### src/rtl/fcmp_pkg.sv
package fcmp_pkg;
  localparam int NIB_W    = 4;
  localparam int CC_NIB   = 3;   // condition-code nibble
  localparam int INV_NIB  = 4;   // invalid-compare flags nibble
  localparam int XNAN_NIB = 6;   // unordered NaN flag nibble

  typedef enum logic [3:0] {
    CC_NONE = 4'b0000,
    CC_UN   = 4'b0001,
    CC_EQ   = 4'b0010,
    CC_GT   = 4'b0100,
    CC_LT   = 4'b1000
  } fcmpCode_e;

  typedef struct packed {
    logic load;     // capture code and status this cycle
    logic ordered;  // ordered-compare flag handling
  } fcmpStrobe_t;
endpackage

### src/rtl/fcmp_ctrl.sv
module fcmp_ctrl
  import fcmp_pkg::*;
(
  input  logic        clk,
  input  logic        rst_n,
  input  logic        start,
  input  logic        ordMode,
  output fcmpStrobe_t strobe,
  output logic        done
);
  always_comb begin
    strobe.load    = start;
    strobe.ordered = ordMode;
  end

  always_ff @(posedge clk or negedge rst_n) begin
    if (!rst_n) done <= 1'b0;
    else        done <= start;
  end


  done_after_start_chk: assert property (@(posedge clk) disable iff (!rst_n)
    start |=> done);

  done_single_chk: assert property (@(posedge clk) disable iff (!rst_n)
    !start |=> !done);
endmodule

### src/rtl/fcmp_dpath.sv
module fcmp_dpath
  import fcmp_pkg::*;
#(
  parameter int EXP_W  = 11,
  parameter int FRAC_W = 52,
  parameter int STAT_NIBBLES = 8
) (
  input  logic                     clk,
  input  logic                     rst_n,
  input  fcmpStrobe_t              strobe,
  input  logic [EXP_W+FRAC_W:0]    opA,
  input  logic [EXP_W+FRAC_W:0]    opB,
  output logic [3:0]               ccOut,
  output logic [STAT_NIBBLES*NIB_W-1:0] status
);
  localparam int OP_W   = 1 + EXP_W + FRAC_W;
  localparam int STAT_W = STAT_NIBBLES * NIB_W;
  localparam int INV_BIT  = INV_NIB * NIB_W;
  localparam int INVX_BIT = INV_NIB * NIB_W + 3;
  localparam int XNAN_BIT = XNAN_NIB * NIB_W;

  logic [OP_W-1:0]   ops     [2];
  logic              opSign  [2];
  logic [OP_W-2:0]   opMag   [2];
  logic              opNan   [2];

  assign ops[0] = opA;
  assign ops[1] = opB;

  for (genvar i = 0; i < 2; i++) begin : g_class
    assign opSign[i] = ops[i][OP_W-1];
    assign opMag[i]  = ops[i][OP_W-2:0];
    assign opNan[i]  = (&ops[i][OP_W-2:FRAC_W]) && (|ops[i][FRAC_W-1:0]);
  end

  logic      anyNan;
  logic      bothZero;
  logic      magLess;
  fcmpCode_e code;
  logic [STAT_W-1:0] statNext;
  logic [3:0]        ccQ;
  logic [STAT_W-1:0] statQ;

  assign anyNan   = opNan[0] || opNan[1];
  assign bothZero = (opMag[0] == '0) && (opMag[1] == '0);
  assign magLess  = opMag[0] < opMag[1];

  always_comb begin
    if (anyNan)                      code = CC_UN;
    else if (bothZero)               code = CC_EQ;
    else if (opSign[0] != opSign[1]) code = opSign[0] ? CC_LT : CC_GT;
    else if (opMag[0] == opMag[1])   code = CC_EQ;
    else if (magLess ^ opSign[0])    code = CC_LT;
    else                             code = CC_GT;
  end

  always_comb begin
    statNext = statQ;
    statNext[CC_NIB*NIB_W +: NIB_W] = code;
    if (strobe.ordered) statNext[INV_BIT] = 1'b0;
    if (anyNan) begin
      statNext[INV_BIT] = 1'b1;
      if (strobe.ordered) statNext[INVX_BIT] = 1'b1;
      else                statNext[XNAN_BIT] = 1'b1;
    end
  end

  always_ff @(posedge clk or negedge rst_n) begin
    if (!rst_n) begin
      ccQ   <= '0;
      statQ <= '0;
    end else if (strobe.load) begin
      ccQ   <= code;
      statQ <= statNext;
    end
  end

  assign ccOut  = ccQ;
  assign status = statQ;


  nan_code_chk: assert property (@(posedge clk) disable iff (!rst_n)
    (strobe.load && anyNan) |=> (ccQ == 4'b0001));

  code_onehot_chk: assert property (@(posedge clk) disable iff (!rst_n)
    $onehot0(ccQ));

  sticky_xnan_chk: assert property (@(posedge clk) disable iff (!rst_n)
    !$fell(statQ[XNAN_BIT]));

  ordered_clear_chk: assert property (@(posedge clk) disable iff (!rst_n)
    (strobe.load && strobe.ordered && !anyNan) |=> !statQ[INV_BIT]);

  hold_idle_chk: assert property (@(posedge clk) disable iff (!rst_n)
    !strobe.load |=> ($stable(ccQ) && $stable(statQ)));
endmodule

### src/rtl/fcmp_unit.sv
module fcmp_unit
  import fcmp_pkg::*;
#(
  parameter int EXP_W  = 11,
  parameter int FRAC_W = 52,
  parameter int STAT_NIBBLES = 8
) (
  input  logic                          clk,
  input  logic                          rst_n,
  input  logic                          start,
  input  logic                          ordMode,
  input  logic [EXP_W+FRAC_W:0]         opA,
  input  logic [EXP_W+FRAC_W:0]         opB,
  output logic [3:0]                    ccOut,
  output logic [STAT_NIBBLES*NIB_W-1:0] status,
  output logic                          done
);
  fcmpStrobe_t strobe;

  fcmp_ctrl u_ctrl (
    .clk(clk), .rst_n(rst_n), .start(start), .ordMode(ordMode),
    .strobe(strobe), .done(done)
  );

  fcmp_dpath #(.EXP_W(EXP_W), .FRAC_W(FRAC_W), .STAT_NIBBLES(STAT_NIBBLES)) u_dpath (
    .clk(clk), .rst_n(rst_n), .strobe(strobe), .opA(opA), .opB(opB),
    .ccOut(ccOut), .status(status)
  );
endmodule

### config.mk
export PLATFORM = sky130hd
export DESIGN_NAME = fcmp_unit
export DESIGN_NICKNAME = d
export VERILOG_FILES = /design/src/rtl/fcmp_pkg.sv /design/src/rtl/fcmp_ctrl.sv /design/src/rtl/fcmp_dpath.sv /design/src/rtl/fcmp_unit.sv
export SDC_FILE = /design/constraint.sdc
export NUM_CORES = 1
export LEC_CHECK = 0
export CAP_MARGIN = 10
export CORE_ASPECT_RATIO = 1.4
export CORE_UTILIZATION = 40
export DETAILED_ROUTE_END_ITERATION = 6
export PLACE_DENSITY = 0.95
export SYNTH_ARGS = -nofsm -noshare
export SYNTH_HDL_FRONTEND = slang
export SYNTH_SLANG_ARGS = --single-unit
### constraint.sdc
create_clock -name clk -period 1.7 [get_ports clk]
set_input_delay 0.17 -clock clk [delete_from_list [all_inputs] [get_ports clk]]
set_output_delay 0.17 -clock clk [all_outputs]
set_load 0.03 [all_outputs]
# == Word-level counts from Yosys, hierarchy flattened ==
# Cells that the tools add are included.
# totals
register_bits,8
in_bits,132
output_inout_bits,37
# classes
order_cmp,1
eq_ne,2
mux,8
bitwise_logic,2
n_reduce_logical,14
# ops
operator,count
63-bit zero test,2
52-bit OR reduction,2
63-bit equality test,1
63-bit < comparator,1
4-bit two-way mux,6
11-bit AND reduction,2
3-bit AND reduction,2
1-bit logical AND,3
1-bit two-way mux,2
2-bit AND reduction,1
2-bit nonzero test,1
1-bit logical OR,1
1-bit inequality test,1
1-bit inverter,1
1-bit XOR,1

# == Depth between registers and ports, before layout ==
# Gate-level depths: netlist (run 1).
# depth
depth_word,7
depth_mapped,9
ltp_nobuf,9

# == By module ==
# Synthesis (run 1) repeated with hierarchy kept, for this count alone.
# unflattened
cells_unflattened,344
area_unflattened_um2,2539.9
# modules_own_cells
mod,n_inst,cells_per_inst,area_per_inst_um2
fcmp_dpath,1,341,2499.9
fcmp_ctrl,1,3,40.0

# == Worst setup path after synthesis (run 1) ==
# OpenSTA, ideal clock, no wires.
# synth_timing
kind,input-to-reg
from,input port opB[61]
to,"register u_dpath.statQ[14], in the netlist u_dpath.status[14]"
setup_ns,0.126
arrival_ns,1.786
setup_slack_ns,-0.212
path_stages,9
path_cell_list,inv_1 ha_1 nand4_4 nor4_4 nand3_1 a31oi_1 nor3_1 and3_1 a221o_1
# synth_between
elab_chain_len,7
elab_cells_between_ends,13
# synth_lines
element,line,text
start: declaration,fcmp_unit.sv:13,"input logic [EXP_W+FRAC_W:0] opB,"
63-bit < comparator,fcmp_dpath.sv:46,assign magLess = opMag[0] < opMag[1];
1-bit XOR,fcmp_dpath.sv:53,else if (magLess ^ opSign[0]) code = CC_LT;
4-bit two-way mux,fcmp_dpath.sv:53,
4-bit two-way mux,fcmp_dpath.sv:52,else if (opMag[0] == opMag[1]) code = CC_EQ;
4-bit two-way mux,fcmp_dpath.sv:51,else if (opSign[0] != opSign[1]) code = opSign[0] ? CC_LT : CC_GT;
4-bit two-way mux,fcmp_dpath.sv:50,else if (bothZero) code = CC_EQ;
4-bit two-way mux *,fcmp_dpath.sv:49,if (anyNan) code = CC_UN;
end signal: assignment,fcmp_dpath.sv:74,statQ <= statNext;
end: declaration,fcmp_dpath.sv:42,logic [STAT_W-1:0] statQ;
# Every way passes the cells marked *; elsewhere a longest branch is shown, timed or not.
# A chain may end at the register's enable or synchronous reset.

# == Worst setup path in the final report (run 1) ==
# layout_timing
from,input port opA[52]
to,"register u_dpath.statQ[14], in the netlist u_dpath.status[14]"
# layout_between
elab_chain_len,7
elab_cells_between_ends,13
# layout_lines
element,line,text
start: declaration,fcmp_unit.sv:12,"input logic [EXP_W+FRAC_W:0] opA,"
63-bit < comparator,fcmp_dpath.sv:46,
1-bit XOR,fcmp_dpath.sv:53,
4-bit two-way mux,fcmp_dpath.sv:53,
4-bit two-way mux,fcmp_dpath.sv:52,
4-bit two-way mux,fcmp_dpath.sv:51,
4-bit two-way mux,fcmp_dpath.sv:50,
4-bit two-way mux *,fcmp_dpath.sv:49,
# Marks and branches as above.

==> results summary, run 1 <==
The number of core rows came out at 33. STA classifies the critical path startpoint as an input pin. The number of H-tree branching levels is 1. The maximum clock path buffer count is 2. The worst hold path belongs to the class in -> async. The routability-driven placement congestion ratio is 0.923. In this run the standard cell core region covers 0.00599 mm².

Summing all non-filler instances in the final layout gives an area of 0.00533 mm². In the final layout, the share of cells above drive strength 1 is 0.585. Summed over all cells, the static leakage comes to 2.36 nW.

The placed instances occupy a cell area of 0.00452 mm². The shortest clock period the worst path allows after layout came out at 2.39 ns. The run finished, with violations left. The cell count after placement is roughly 600. For the worst setup path, the data required time is 1.84 ns. The die boundary width is 69.2 µm. The setup TNS after final layout came out at -2.78 ns. Setup violations remaining at the end of the flow were counted as 7. The number of synthesized register bits came out at 8.

STA classifies the critical path endpoint as a flip-flop. The count of synthesis-stage warnings from yosys is 0. The final cycle utilization of the critical path came out at 1.41. The starting utilization of the core area is 0.423. The number of slew-limit violations in the final report came out at 0. Counting cells, the worst reg-to-reg path comes to 1. The mean area per synthesized cell came out at 7.29 µm². The number of buffers created by CTS is 3.

In the final design database the tool counted between 700 and 800 nets. Detailed routing inserted a total of 4268 vias. The fraction of registers with async set or reset after synthesis is 1.00. The number of max-capacitance violations reported came out at 0. The DRC violation total after the first TritonRoute iteration came out at 523. The critical path class is in -> reg.

For this run, the detailed router's first-pass iteration total came to 5. The floorplan step defined a die boundary enclosing 0.00665 mm². The relative slew slack came out at 0.496. The number of flops mapped to enable cells by yosys is 0.

The worst-skew pair later-pin latency is 0.25 ns. The number of hold violations in the final report came out at 0. For this run, the leading register cell type out of synthesis is sky130_fd_sc_hd__dfrtp_1.

The number of different library cells used by synthesis comes to 38. The half-perimeter wire length after placement came out at 9020 µm. From bottom edge to top edge, the die measures 96.1 µm. The global-route congestion overflow total came out at 0. Compared with the post-synthesis result, the final layout area differs by 111%. The number of routed nets with antenna violations came out at 0. Counting every instance in the synthesized netlist gives approximately 350. The fraction of the core area covered by cells at the end of the flow came out at 0.890. The number of antenna violations at the first check in global routing came out at 1.

The slew at the pin closest to its max-slew limit came out at about 0.75 ns. Prior to clock tree synthesis, the placed netlist has a worst setup slack of -0.981 ns. The clock net sink count came out at 8. Dividing the detail-routed via count by the number of cells gives 6.75. TritonCTS built the clock tree. The mapped cell area came out at 0.00253 mm². Setup repair after global routing could not meet its margin everywhere. The clock-pin slew on the worst setup and hold paths is about 0.05 ns. In this run the power density over the cells is 364 mW/mm². The portion of the post-synthesis area used by sequential elements is 0.0791. Across the VDD grid, the largest voltage drop is 258 µV. Data arrives at the worst endpoint at 2.53 ns. The maximum achievable frequency is 418 MHz. The library cells used most frequently in the layout, excluding fill and tap cells, are sky130_fd_sc_hd__buf_4 (71), sky130_fd_sc_hd__ha_4 (56), sky130_fd_sc_hd__buf_2 (52), sky130_fd_sc_hd__inv_2 (34), sky130_fd_sc_hd__buf_6 (27). The power after layout came out at 1.94 mW.

The maximum fanout count along the critical path is 2. 169 I/O pins were placed. The global router's overall resource usage is 0.419.

The number of DRC violations after detailed routing came out at 0. The port buffer count is about 140. The total length of routed wires is 17300 µm. Clock tree synthesis selected as its root buffer the cell sky130_fd_sc_hd__clkbuf_8. The maximum number of pins on one net before global-route repair is 9. The final critical-path setup slack is -0.693 ns. The average routed wire per standard cell came out at ~27 µm. The number of global-route vias before repair came to 4344. The first global-routing pass estimated approximately 21000 µm of wire. The finished layout holds 632 standard cells, fillers aside. The final reports fail on negative setup slack. Between clock sinks in the finished design, the worst skew comes to 0 ns. The tightest hold margin came out at 0.211 ns. The most common cell after layout, fill and taps aside is sky130_fd_sc_hd__buf_4.
[synth_stat cells, types with 2 or more instances]
library cell	instances	area (µm²)
sky130_fd_sc_hd__o21bai_1	2	15.0
sky130_fd_sc_hd__a211oi_1	3	22.5
sky130_fd_sc_hd__o211ai_1	2	15.0
sky130_fd_sc_hd__nor4_1	36	225
sky130_fd_sc_hd__a21oi_1	27	135
sky130_fd_sc_hd__nand2_1	21	78.8
sky130_fd_sc_hd__a22oi_1	2	15.0
sky130_fd_sc_hd__dfrtp_1	8	200
sky130_fd_sc_hd__and3_1	2	12.5
sky130_fd_sc_hd__nor2_1	12	45.0
sky130_fd_sc_hd__a221o_1	2	20.0
sky130_fd_sc_hd__nand4_1	23	144
sky130_fd_sc_hd__nand3_1	12	60.1
sky130_fd_sc_hd__inv_1	68	255
sky130_fd_sc_hd__o21ai_0	10	50.1
sky130_fd_sc_hd__ha_1	63	788
sky130_fd_sc_hd__nor3_1	5	25.0
sky130_fd_sc_hd__buf_4	29	218
[state kept, by name, summed over array words and instances (netlist names)]
register and count:
u_ctrl.done 1, u_dpath.status 7
[area by class of cell]
| class | instances | area (µm²) |
|---|---|---|
| multi-input cells | 266 | 2980 |
| repair buffers | 214 | 1710 |
| fillers | 253 | 661 |
| inverters | 68 | 298 |
| flip-flops and latches | 8 | 200 |
| well taps | 70 | 87.6 |
| clock buffers | 3 | 41.3 |
| diodes | 3 | 7.51 |
[repair_timing]
| action | CTS | global route |
|---|---|---|
| pin swaps | 100 | 36 |
| setup buffers | 13 | 17 |
| gates resized for setup | 526 | 77 |
| hold buffers | 0 | 0 |
| setup endpoints to repair | 7 | 7 |
[worst max-delay path, stage by stage]
cell and delay (ns):
sky130_fd_sc_hd__clkdlybuf4s15_2 0.21, sky130_fd_sc_hd__buf_4 0.15, sky130_fd_sc_hd__nor4_1 0.51, sky130_fd_sc_hd__nand4_1 0.24
sky130_fd_sc_hd__nor4_1 0.34, sky130_fd_sc_hd__and4_1 0.33, sky130_fd_sc_hd__nor4_2 0.08, sky130_fd_sc_hd__and3_1 0.25
sky130_fd_sc_hd__a221o_1 0.26
[logic make-up (layout without fill, tap and decap cells)]
group                      Yosys count  count (layout)  synth area share
DFF                                  8               8            0.0791
other                                1              28           0.00148
AOI/OAI and AO/OA                   57              57             0.142
xor gates and xnor gates             1               1           0.00346
buffers and inverters               97             285             0.187
and+or+nand+nor                    120             120             0.275
adders and majority gates           63              63             0.312
[final timing paths]
check,from,end,slack [ns]
setup / recovery,opA[52],u_dpath.status[14]$_DFFE_PN0P_,-0.69
hold / removal,rst_n,u_dpath.status[16]$_DFFE_PN0P_,0.21
setup reg to reg,u_dpath.status[14]$_DFFE_PN0P_,u_dpath.status[14]$_DFFE_PN0P_,0.83
hold reg to reg,u_dpath.status[19]$_DFFE_PN0P_,u_dpath.status[19]$_DFFE_PN0P_,0.51
max in group asynchronous,rst_n,u_dpath.status[12]$_DFFE_PN0P_,1.20
min in group clk,u_dpath.status[19]$_DFFE_PN0P_,u_dpath.status[19]$_DFFE_PN0P_,0.51
[metal layers]
metal  GRT usage  share of wire  vias up
li1            -              -     1651
met1       0.374           0.30     1930
met2       0.790           0.47      464
met3      0.0754           0.11      223
met4       0.408           0.13        0
met5           0              0        -
[power by group]
part / internal [mW] / switching, mW
Combinational: 0.679 / 0.783
Sequential: 0.201 / 0.00908
Clock: 0.156 / 0.111
(Power assumes the default switching activity.)
==> run 2: changes to the inputs <==
--- a/config.mk
+++ b/config.mk
@@ -8,8 +8,10 @@
 export CAP_MARGIN = 10
 export CORE_ASPECT_RATIO = 1.4
 export CORE_UTILIZATION = 40
+export CTS_CLUSTER_SIZE = 30
 export DETAILED_ROUTE_END_ITERATION = 6
 export PLACE_DENSITY = 0.95
+export SETUP_SLACK_MARGIN = 0.5
 export SYNTH_ARGS = -nofsm -noshare
 export SYNTH_HDL_FRONTEND = slang
 export SYNTH_SLANG_ARGS = --single-unit
==> run 2 against run 1 <==
Against the previous run:
- final area is 0.12% lower
- first-iteration DRC count down 56%
- largest cell class unchanged
- sequential power about the same
- critical endpoint unchanged
- the flow still finishes with violations (negative setup slack)
- non-clock buffer count did not move
- critical path type unchanged
==> results summary, run 2 (synthesis gave the netlist of run 1 again) <==
The maximum achievable frequency is 474 MHz (was 418 MHz). The maximum clock path buffer count is 2 (unchanged). The total internal power is 1.03 mW (was 1.04 mW).

The met2 usage came out at 0.797 (was 0.790). The number of flip-flops under the largest register name was 7 (unchanged). The TritonCTS clock tree is built (unchanged).

The final critical-path setup slack came out at -0.409 ns (was -0.693 ns). Most frequent cells in the layout: sky130_fd_sc_hd__buf_4 (76), sky130_fd_sc_hd__buf_2 (60), sky130_fd_sc_hd__ha_4 (59), sky130_fd_sc_hd__inv_2 (46), sky130_fd_sc_hd__buf_6 (30) (was sky130_fd_sc_hd__buf_4 (71), sky130_fd_sc_hd__ha_4 (56), sky130_fd_sc_hd__buf_2 (52), sky130_fd_sc_hd__inv_2 (34), sky130_fd_sc_hd__buf_6 (27)). The die boundary width was 69.2 µm (unchanged).

The total of hold buffers inserted after clock tree synthesis is 0 (unchanged). The worst-skew pair later-pin latency came out at 0.23 ns (was 0.25 ns). The worst clock skew came to 0 ns (unchanged). The slew at the pin closest to its max-slew limit was 0.577 ns (was 0.755 ns). The I/O pin count came out at 169 (unchanged).

The kind of launch point of the worst setup path is an input pin (unchanged). The endpoint of the lowest-slack register-to-register path is u_dpath.status[14]$_DFFE_PN0P_ (unchanged). The number of routed nets with antenna violations is 0 (unchanged). The share of total power in combinational logic is 0.762 (was 0.754). The global routing's busiest layer is met2 (unchanged). The global routing usage on met3 came out at 0.0817 (was 0.0754). The total cell area at the placement stage is 0.00462 mm² (was 0.00452 mm²).

The die area came out at 0.00665 mm² (unchanged). The path type of the worst min-delay path was in -> async (unchanged). The number of global-route vias before repair is 4381 (was 4344). The minimum setup slack among reg-to-reg paths came out at 0.82 ns (was 0.83 ns). The maximum number of pins on one net before global-route repair came out at 9 (unchanged). The static power due to leakage is 2.36 nW (about the same).

The global-route congestion overflow total came out at 0 (unchanged). The number of antenna diodes came out at 0 (was 3). The fraction of layout cells with a size suffix above 1 came out at 0.642 (was 0.585). The tightest hold margin came to 0.224 ns (was 0.211 ns). The number of nets in the finished design was 756 (unchanged).

Violations in the final reports: negative setup slack (unchanged). Setup repair after global routing missed its margin: yes (unchanged). The setup TNS after final layout came out at -1.81 ns (was -2.78 ns).

The shortest clock period the worst path allows after layout came to 2.11 ns (was 2.39 ns). The number of max-capacitance violations reported is 0 (unchanged). The start point of the critical path was opB[49] (was opA[52]). The most common cell after layout, fill and taps aside is sky130_fd_sc_hd__buf_4 (unchanged). The capture point of the worst path is u_dpath.status[14]$_DFFE_PN0P_ (unchanged).

The number of H-tree branching levels came out at 1 (unchanged). The port buffer count came out at 143 (unchanged). The worst supply voltage drop on vdd was 215 µV (was 258 µV). The data required time of the critical path is 1.81 ns (was 1.84 ns). The number of iterations in the first detailed-routing pass is 7 (was 5). The global router's overall resource usage came to 0.406 (was 0.419).

Result of the run: finished, violations left (unchanged). The clock network power share is 0.125 (was 0.138). The number of DRC violations after detailed routing came out at 0 (unchanged). The power density over the cells is 349 mW/mm² (was 364 mW/mm²). The first-pass GRT wire length came out at 21000 µm (was 21400 µm). The starting utilization of the core area came out at 0.423 (unchanged). The number of antenna violations at the first check in global routing was 0 (was 1). The detailed-route vias per instance is 6.44 (was 6.75). The relative contribution of sequential cells to total power came out at 0.113 (was 0.109). The number of core rows is 33 (unchanged). The maximum fanout count along the critical path is 2 (unchanged).

The relative slew slack was 0.615 (was 0.496). The met1 track utilization from global routing came to 0.349 (was 0.374). The total length of routed wires came to 15000 µm (was 17300 µm). The total setup violations reported at the end of the flow came to 7 (unchanged). The reg-to-reg critical path startpoint is u_dpath.status[14]$_DFFE_PN0P_ (unchanged).

The routability-driven placement congestion ratio is 0.915 (was 0.923). The final cycle utilization of the critical path came out at 1.24 (was 1.41). The number of hold violations in the final report is 0 (unchanged). The number of slew-limit violations in the final report came to 0 (unchanged). The via count of the routed design is 4050 (was 4268). The average routed wire per standard cell is 23.8 µm (was 27.3 µm). The vertical extent of the die is 96.1 µm (unchanged).

The data arrival at the endpoint of the critical path came to 2.22 ns (was 2.53 ns). The net switching share of the total power came out at 0.447 (was 0.465). The clock net sink count is 8 (unchanged). The final instance area is 0.00532 mm² (was 0.00533 mm²). The root buffer cell was sky130_fd_sc_hd__clkbuf_8 (unchanged). The critical path class is in -> reg (unchanged). The depth of the most critical reg-to-reg path came to 1 (unchanged). The DRC violation total after the first TritonRoute iteration is 228 (was 523).

The clock-pin slew on the worst setup and hold paths came out at 0.04 ns (was 0.05 ns). The core area is 0.00599 mm² (unchanged). The switching power total is 830 µW (was 902 µW). The layout-stage area growth over the synthesis result came to 110% (was 111%). The half-perimeter wire length after placement is 8770 µm (was 9020 µm). The number of buffers created by CTS came out at 3 (unchanged).

The category of the worst setup path capture point is a flip-flop (unchanged).
run 2: power by group through the flow:
| stage | Sequential, mW | Combinational, mW | Clock [mW] |
|---|---|---|---|
| final | 0.209 | 1.41 | 0.233 |
| after global routing | 0.211 | 1.49 | 0.244 |
| after CTS | 0.209 | 1.20 | 0.227 |
| after detailed placement | 0.213 | 1.10 | 0 |
| after global placement | 0.212 | 1.04 | 0 |
| after floorplan | 0.232 | 0.509 | 0 |
run 2: how the worst min path moves through the flow:
stage	startpoint	endpoint	slack [ns]
global placement	rst_n	u_dpath.status[24]$_DFFE_PN0P_	0.45
floorplan	rst_n	u_ctrl.done$_DFF_PN0_	-0.13
detailed placement	u_dpath.status[24]$_DFFE_PN0P_	u_dpath.status[24]$_DFFE_PN0P_	0.46
CTS	rst_n	u_dpath.status[16]$_DFFE_PN0P_	0.23
global route	rst_n	u_dpath.status[15]$_DFFE_PN0P_	0.25
finish	rst_n	u_dpath.status[16]$_DFFE_PN0P_	0.22
run 2: cell type report:
cell class | instances | area (µm²)
flip-flops and latches | 8 | 200
well taps | 70 | 87.6
clock buffers | 3 | 41.3
multi-input cells | 266 | 3000
fillers | 251 | 667
repair buffers | 214 | 1690
inverters | 68 | 295
run 2: timing repair:
| action | CTS | global route |
|---|---|---|
| setup endpoints to repair | 19 | 12 |
| cloned | 0 | 0 |
| gates resized for setup | 640 | 54 |
| pin swaps | 82 | 28 |
| setup buffers | 12 | 4 |
run 2: layer usage:
metal / share of wire / vias up
met4: 0.11 / 0
met1: 0.30 / 1835
met2: 0.50 / 394
met5: 0 / -
met3: 0.085 / 173
li1: - / 1648
run 2: through the flow:
step | std cells | worst slack, ns | utilization | power [mW]
finish | 629 | -0.409 | 0.889 | 1.86
CTS | 625 | -0.165 | 0.855 | 1.64
floorplan | 371 | -0.0917 | - | 0.742
global placement | 610 | -0.860 | 0.771 | 1.25
global route | 629 | -0.430 | 0.889 | 1.95
detailed placement | 610 | -0.965 | 0.771 | 1.31
run 2: critical path, stage by stage:
cell	delay, ns
sky130_fd_sc_hd__buf_2	0.16
sky130_fd_sc_hd__nor4_1	0.42
sky130_fd_sc_hd__nand2_1	0.24
sky130_fd_sc_hd__nor4_4	0.41
sky130_fd_sc_hd__and4_4	0.31
sky130_fd_sc_hd__nor4_2	0.06
sky130_fd_sc_hd__and3_1	0.18
sky130_fd_sc_hd__a221o_1	0.27
==> run 3: changes to the inputs <==
--- a/config.mk
+++ b/config.mk
@@ -8,10 +8,10 @@
 export CAP_MARGIN = 10
 export CORE_ASPECT_RATIO = 1.4
 export CORE_UTILIZATION = 40
-export CTS_CLUSTER_SIZE = 30
 export DETAILED_ROUTE_END_ITERATION = 6
 export PLACE_DENSITY = 0.95
 export SETUP_SLACK_MARGIN = 0.5
 export SYNTH_ARGS = -nofsm -noshare
 export SYNTH_HDL_FRONTEND = slang
+export SYNTH_HIERARCHICAL = 1
 export SYNTH_SLANG_ARGS = --single-unit
==> run 3 against run 2 <==
Against the previous run:
- the run ends with design-rule violations, negative setup slack left
- sequential share of layout area about the same
- combinational power grew 5%
- non-clock buffer count up 5
- final cell count grew 0.48%
- synthesized cell count shrank 0.86%
- critical path depth up 1
- via count increased by 3.4%
- global-route usage increased by 7.7 points
- utilization decreased by 3.5 points
- wire length grew 11%
- register-to-register slack lost 0.12 ns
- sequential cell count is the same
- critical path type unchanged
- critical endpoint is now u_dpath/status[15]$_DFFE_PN0P_
- highest routed layer unchanged
==> results summary, run 3 <==
The number of synthesized register bits is 8 (unchanged). The number of slew-limit violations in the final report came to 0 (unchanged). The most instantiated library cell after synthesis is sky130_fd_sc_hd__inv_1 (unchanged). The number of routed nets with antenna violations came out at 0 (unchanged).

The fraction of layout cells with a size suffix above 1 came out at 0.646 (was 0.642). The root buffer cell is sky130_fd_sc_hd__clkbuf_8 (unchanged). The number of global-route vias before repair was 4396 (was 4381). The total length of routed wires came out at 16600 µm (was 15000 µm). The proportion of netlist area held by the largest area contributor came out at 0.310 (was 0.312). The vertical extent of the die is 96.3 µm (was 96.1 µm). The routability-driven placement congestion ratio came out at 0.897 (was 0.915). The kind of launch point of the worst setup path is an input pin (unchanged). Violations in the final reports: design-rule violations, negative setup slack (was negative setup slack). The maximum achievable frequency came out at 395 MHz (was 474 MHz).

The number of antenna violations at the first check in global routing was 1 (was 0). The critical path class is in -> reg (unchanged). Most frequent cells after synthesis: sky130_fd_sc_hd__inv_1 (68), sky130_fd_sc_hd__ha_1 (63), sky130_fd_sc_hd__nor4_1 (32), sky130_fd_sc_hd__buf_4 (31), sky130_fd_sc_hd__a21oi_1 (26) (was sky130_fd_sc_hd__inv_1 (68), sky130_fd_sc_hd__ha_1 (63), sky130_fd_sc_hd__nor4_1 (36), sky130_fd_sc_hd__buf_4 (29), sky130_fd_sc_hd__a21oi_1 (27)). The total cell area at the placement stage came to 0.00470 mm² (was 0.00462 mm²). The total setup violations reported at the end of the flow was 7 (unchanged). The first-pass GRT wire length came out at 24100 µm (was 21000 µm). The path type of the worst min-delay path is in -> async (unchanged). The port buffer count came to 143 (unchanged).

The cell count after placement came out at 612 (was 610). The filler cell count in the final layout came out at 266 (was 251). The layout-stage area growth over the synthesis result came out at 107% (was 110%).

The number of buffers created by CTS is 3 (unchanged). The number of flops mapped to enable cells by yosys came out at 0 (unchanged). The average routed wire per standard cell came out at 26.3 µm (was 23.8 µm). The DRC violation total after the first TritonRoute iteration came to 422 (was 228). The global router's overall resource usage was 0.483 (was 0.406).

The post-synthesis cell count is 344 (was 347). The maximum number of pins on one net before global-route repair came out at 9 (unchanged). The slew at the pin closest to its max-slew limit was 0.610 ns (was 0.577 ns).

Most frequent cells in the layout: sky130_fd_sc_hd__buf_4 (76), sky130_fd_sc_hd__buf_2 (69), sky130_fd_sc_hd__ha_4 (58), sky130_fd_sc_hd__inv_2 (43), sky130_fd_sc_hd__conb_1 (25) (was sky130_fd_sc_hd__buf_4 (76), sky130_fd_sc_hd__buf_2 (60), sky130_fd_sc_hd__ha_4 (59), sky130_fd_sc_hd__inv_2 (46), sky130_fd_sc_hd__buf_6 (30)). The I/O pin count came out at 169 (unchanged). The number of flip-flops under the largest register name is 7 (unchanged). The tightest hold margin was 0.223 ns (was 0.224 ns). The number of nets in the finished design is 756 (unchanged). The starting utilization of the core area was 0.412 (was 0.423). The die area came out at 0.00668 mm² (was 0.00665 mm²). The die boundary width is 69.3 µm (was 69.2 µm). Result of the run: finished, violations left (unchanged). The number of max-capacitance violations reported is 0 (unchanged). The number of hold violations in the final report came out at 0 (unchanged). The category of the worst setup path capture point is a flip-flop (unchanged). The final instance area is 0.00527 mm² (was 0.00532 mm²). The final non-filler cell total is 632 (was 629). The maximum clock path buffer count came to 2 (unchanged). The power after layout came out at 1.92 mW (was 1.86 mW). The worst-skew pair later-pin latency is 0.23 ns (about the same). The power density over the cells came out at 365 mW/mm² (was 349 mW/mm²). The most common cell after layout, fill and taps aside is sky130_fd_sc_hd__buf_4 (unchanged). The fraction of registers with async set or reset after synthesis came out at 1.00 (unchanged).

Setup repair after global routing missed its margin: yes (unchanged). The count of synthesis-stage warnings from yosys is 6 (was 0). The static power due to leakage is 2.36 nW (about the same). The portion of the post-synthesis area used by sequential elements is 0.0788 (was 0.0791). The data required time of the critical path came out at 1.80 ns (was 1.81 ns). The half-perimeter wire length after placement was 8830 µm (was 8770 µm). The maximum fanout count along the critical path is 2 (unchanged). The shortest clock period the worst path allows after layout is 2.53 ns (was 2.11 ns). The clock net sink count came out at 8 (unchanged). The global-route congestion overflow total is 0 (unchanged). The top flip-flop cell by instance count after synthesis is sky130_fd_sc_hd__dfrtp_1 (unchanged).

The fraction of the core area covered by cells at the end of the flow was 0.854 (was 0.889). The number of DRC violations after detailed routing came to 1 (was 0). The biggest area consumer among synthesized cells is sky130_fd_sc_hd__ha_1 (unchanged). The final critical-path setup slack is -0.829 ns (was -0.409 ns). The worst setup timing slack at the placement stage is -1.11 ns (was -0.965 ns). The mapped cell area came out at 0.00254 mm² (was 0.00253 mm²). The worst clock skew is 0 ns (unchanged). The number of H-tree branching levels is 1 (unchanged). The worst supply voltage drop on vdd was 218 µV (was 215 µV). The TritonCTS clock tree is built (unchanged). The mean area per synthesized cell was 7.38 µm² (was 7.29 µm²). The relative slew slack was 0.590 (was 0.615). Cell types occupying the most area after synthesis: sky130_fd_sc_hd__ha_1 (31%), sky130_fd_sc_hd__inv_1 (10%), sky130_fd_sc_hd__buf_4 (9.2%) (was sky130_fd_sc_hd__ha_1 (31%), sky130_fd_sc_hd__inv_1 (10%), sky130_fd_sc_hd__nor4_1 (8.9%)).

The distinct cell type count after synthesis is 39 (was 38). The setup TNS after final layout was -3.98 ns (was -1.81 ns). The clock-pin slew on the worst setup and hold paths is 0.04 ns (about the same). The core area is 0.00617 mm² (was 0.00599 mm²). The via count of the routed design is 4189 (was 4050).

The number of core rows is 34 (was 33). The data arrival at the endpoint of the critical path is 2.63 ns (was 2.22 ns). The final cycle utilization of the critical path was 1.49 (was 1.24). The number of iterations in the first detailed-routing pass is 7 (unchanged). The detailed-route vias per instance was 6.63 (was 6.44).
[run 3: repair_timing]
action	4_1_cts	5_1_grt
endpoints found under the setup margin	19	17
buffers inserted	16	0
pin swaps	100	7
resized for setup	628	32
hold buffers	0	0
[run 3: layout make-up]
cell class | instances | area [µm²] | share of cell area
antenna | 1 | 2.50 | 0.000475
sequential | 8 | 200 | 0.0380
timing repair buffer | 219 | 1640 | 0.311
clock buffer | 3 | 41.3 | 0.00784
tap | 72 | 90.1 | 0.0171
inverter | 68 | 300 | 0.0570
multi-input combinational | 261 | 2990 | 0.568
[run 3: logic make-up after synthesis]
family | share of synthesized area
multiplexers | 0.00591
AO/OA/AOI/OAI | 0.152
other | 0.00148
flip-flops | 0.0788
XOR/XNOR | 0.00345
buffers and inverters | 0.192
adder cells (fa/ha/maj) | 0.310
AND/OR/NAND/NOR | 0.256
[run 3: power by group]
part	internal, mW	switching [mW]
registers	0.201	0.0109
logic	0.684	0.796
clock network	0.154	0.0770
[run 3: path summary, 6_finish.rpt]
kind,from,slack (ns),depth (start not counted),endpoint
setup / recovery,opB[22],-0.83,9,u_dpath/status[15]$_DFFE_PN0P_
hold / removal,rst_n,0.22,1,u_dpath/status[19]$_DFFE_PN0P_
setup reg to reg,u_dpath/status[15]$_DFFE_PN0P_,0.70,2,u_dpath/status[15]$_DFFE_PN0P_
hold reg to reg,u_dpath/status[24]$_DFFE_PN0P_,0.50,1,u_dpath/status[24]$_DFFE_PN0P_
max in group asynchronous,rst_n,1.21,1,u_dpath/status[12]$_DFFE_PN0P_
min in group clk,u_dpath/status[24]$_DFFE_PN0P_,0.50,1,u_dpath/status[24]$_DFFE_PN0P_
[run 3: layer usage]
metal | vias to the layer above | share of wire | GRT usage | wire, µm
met5 | - | 0 | 0 | 0
met2 | 467 | 0.46 | 0.800 | 7680
met3 | 213 | 0.12 | 0.173 | 2000
met1 | 1865 | 0.31 | 0.470 | 5120
li1 | 1644 | - | - | -
met4 | 0 | 0.11 | 0.456 | 1840
[run 3: worst max-delay path, cell delays in order]
cell                      delay [ns]
sky130_fd_sc_hd__buf_2          0.11
sky130_fd_sc_hd__buf_4          0.14
sky130_fd_sc_hd__nor4_1         0.56
sky130_fd_sc_hd__nand4_1        0.33
sky130_fd_sc_hd__nor4_4         0.37
sky130_fd_sc_hd__nand4_1        0.24
sky130_fd_sc_hd__and3_1         0.23
sky130_fd_sc_hd__a32o_1         0.26
sky130_fd_sc_hd__a31o_1         0.21
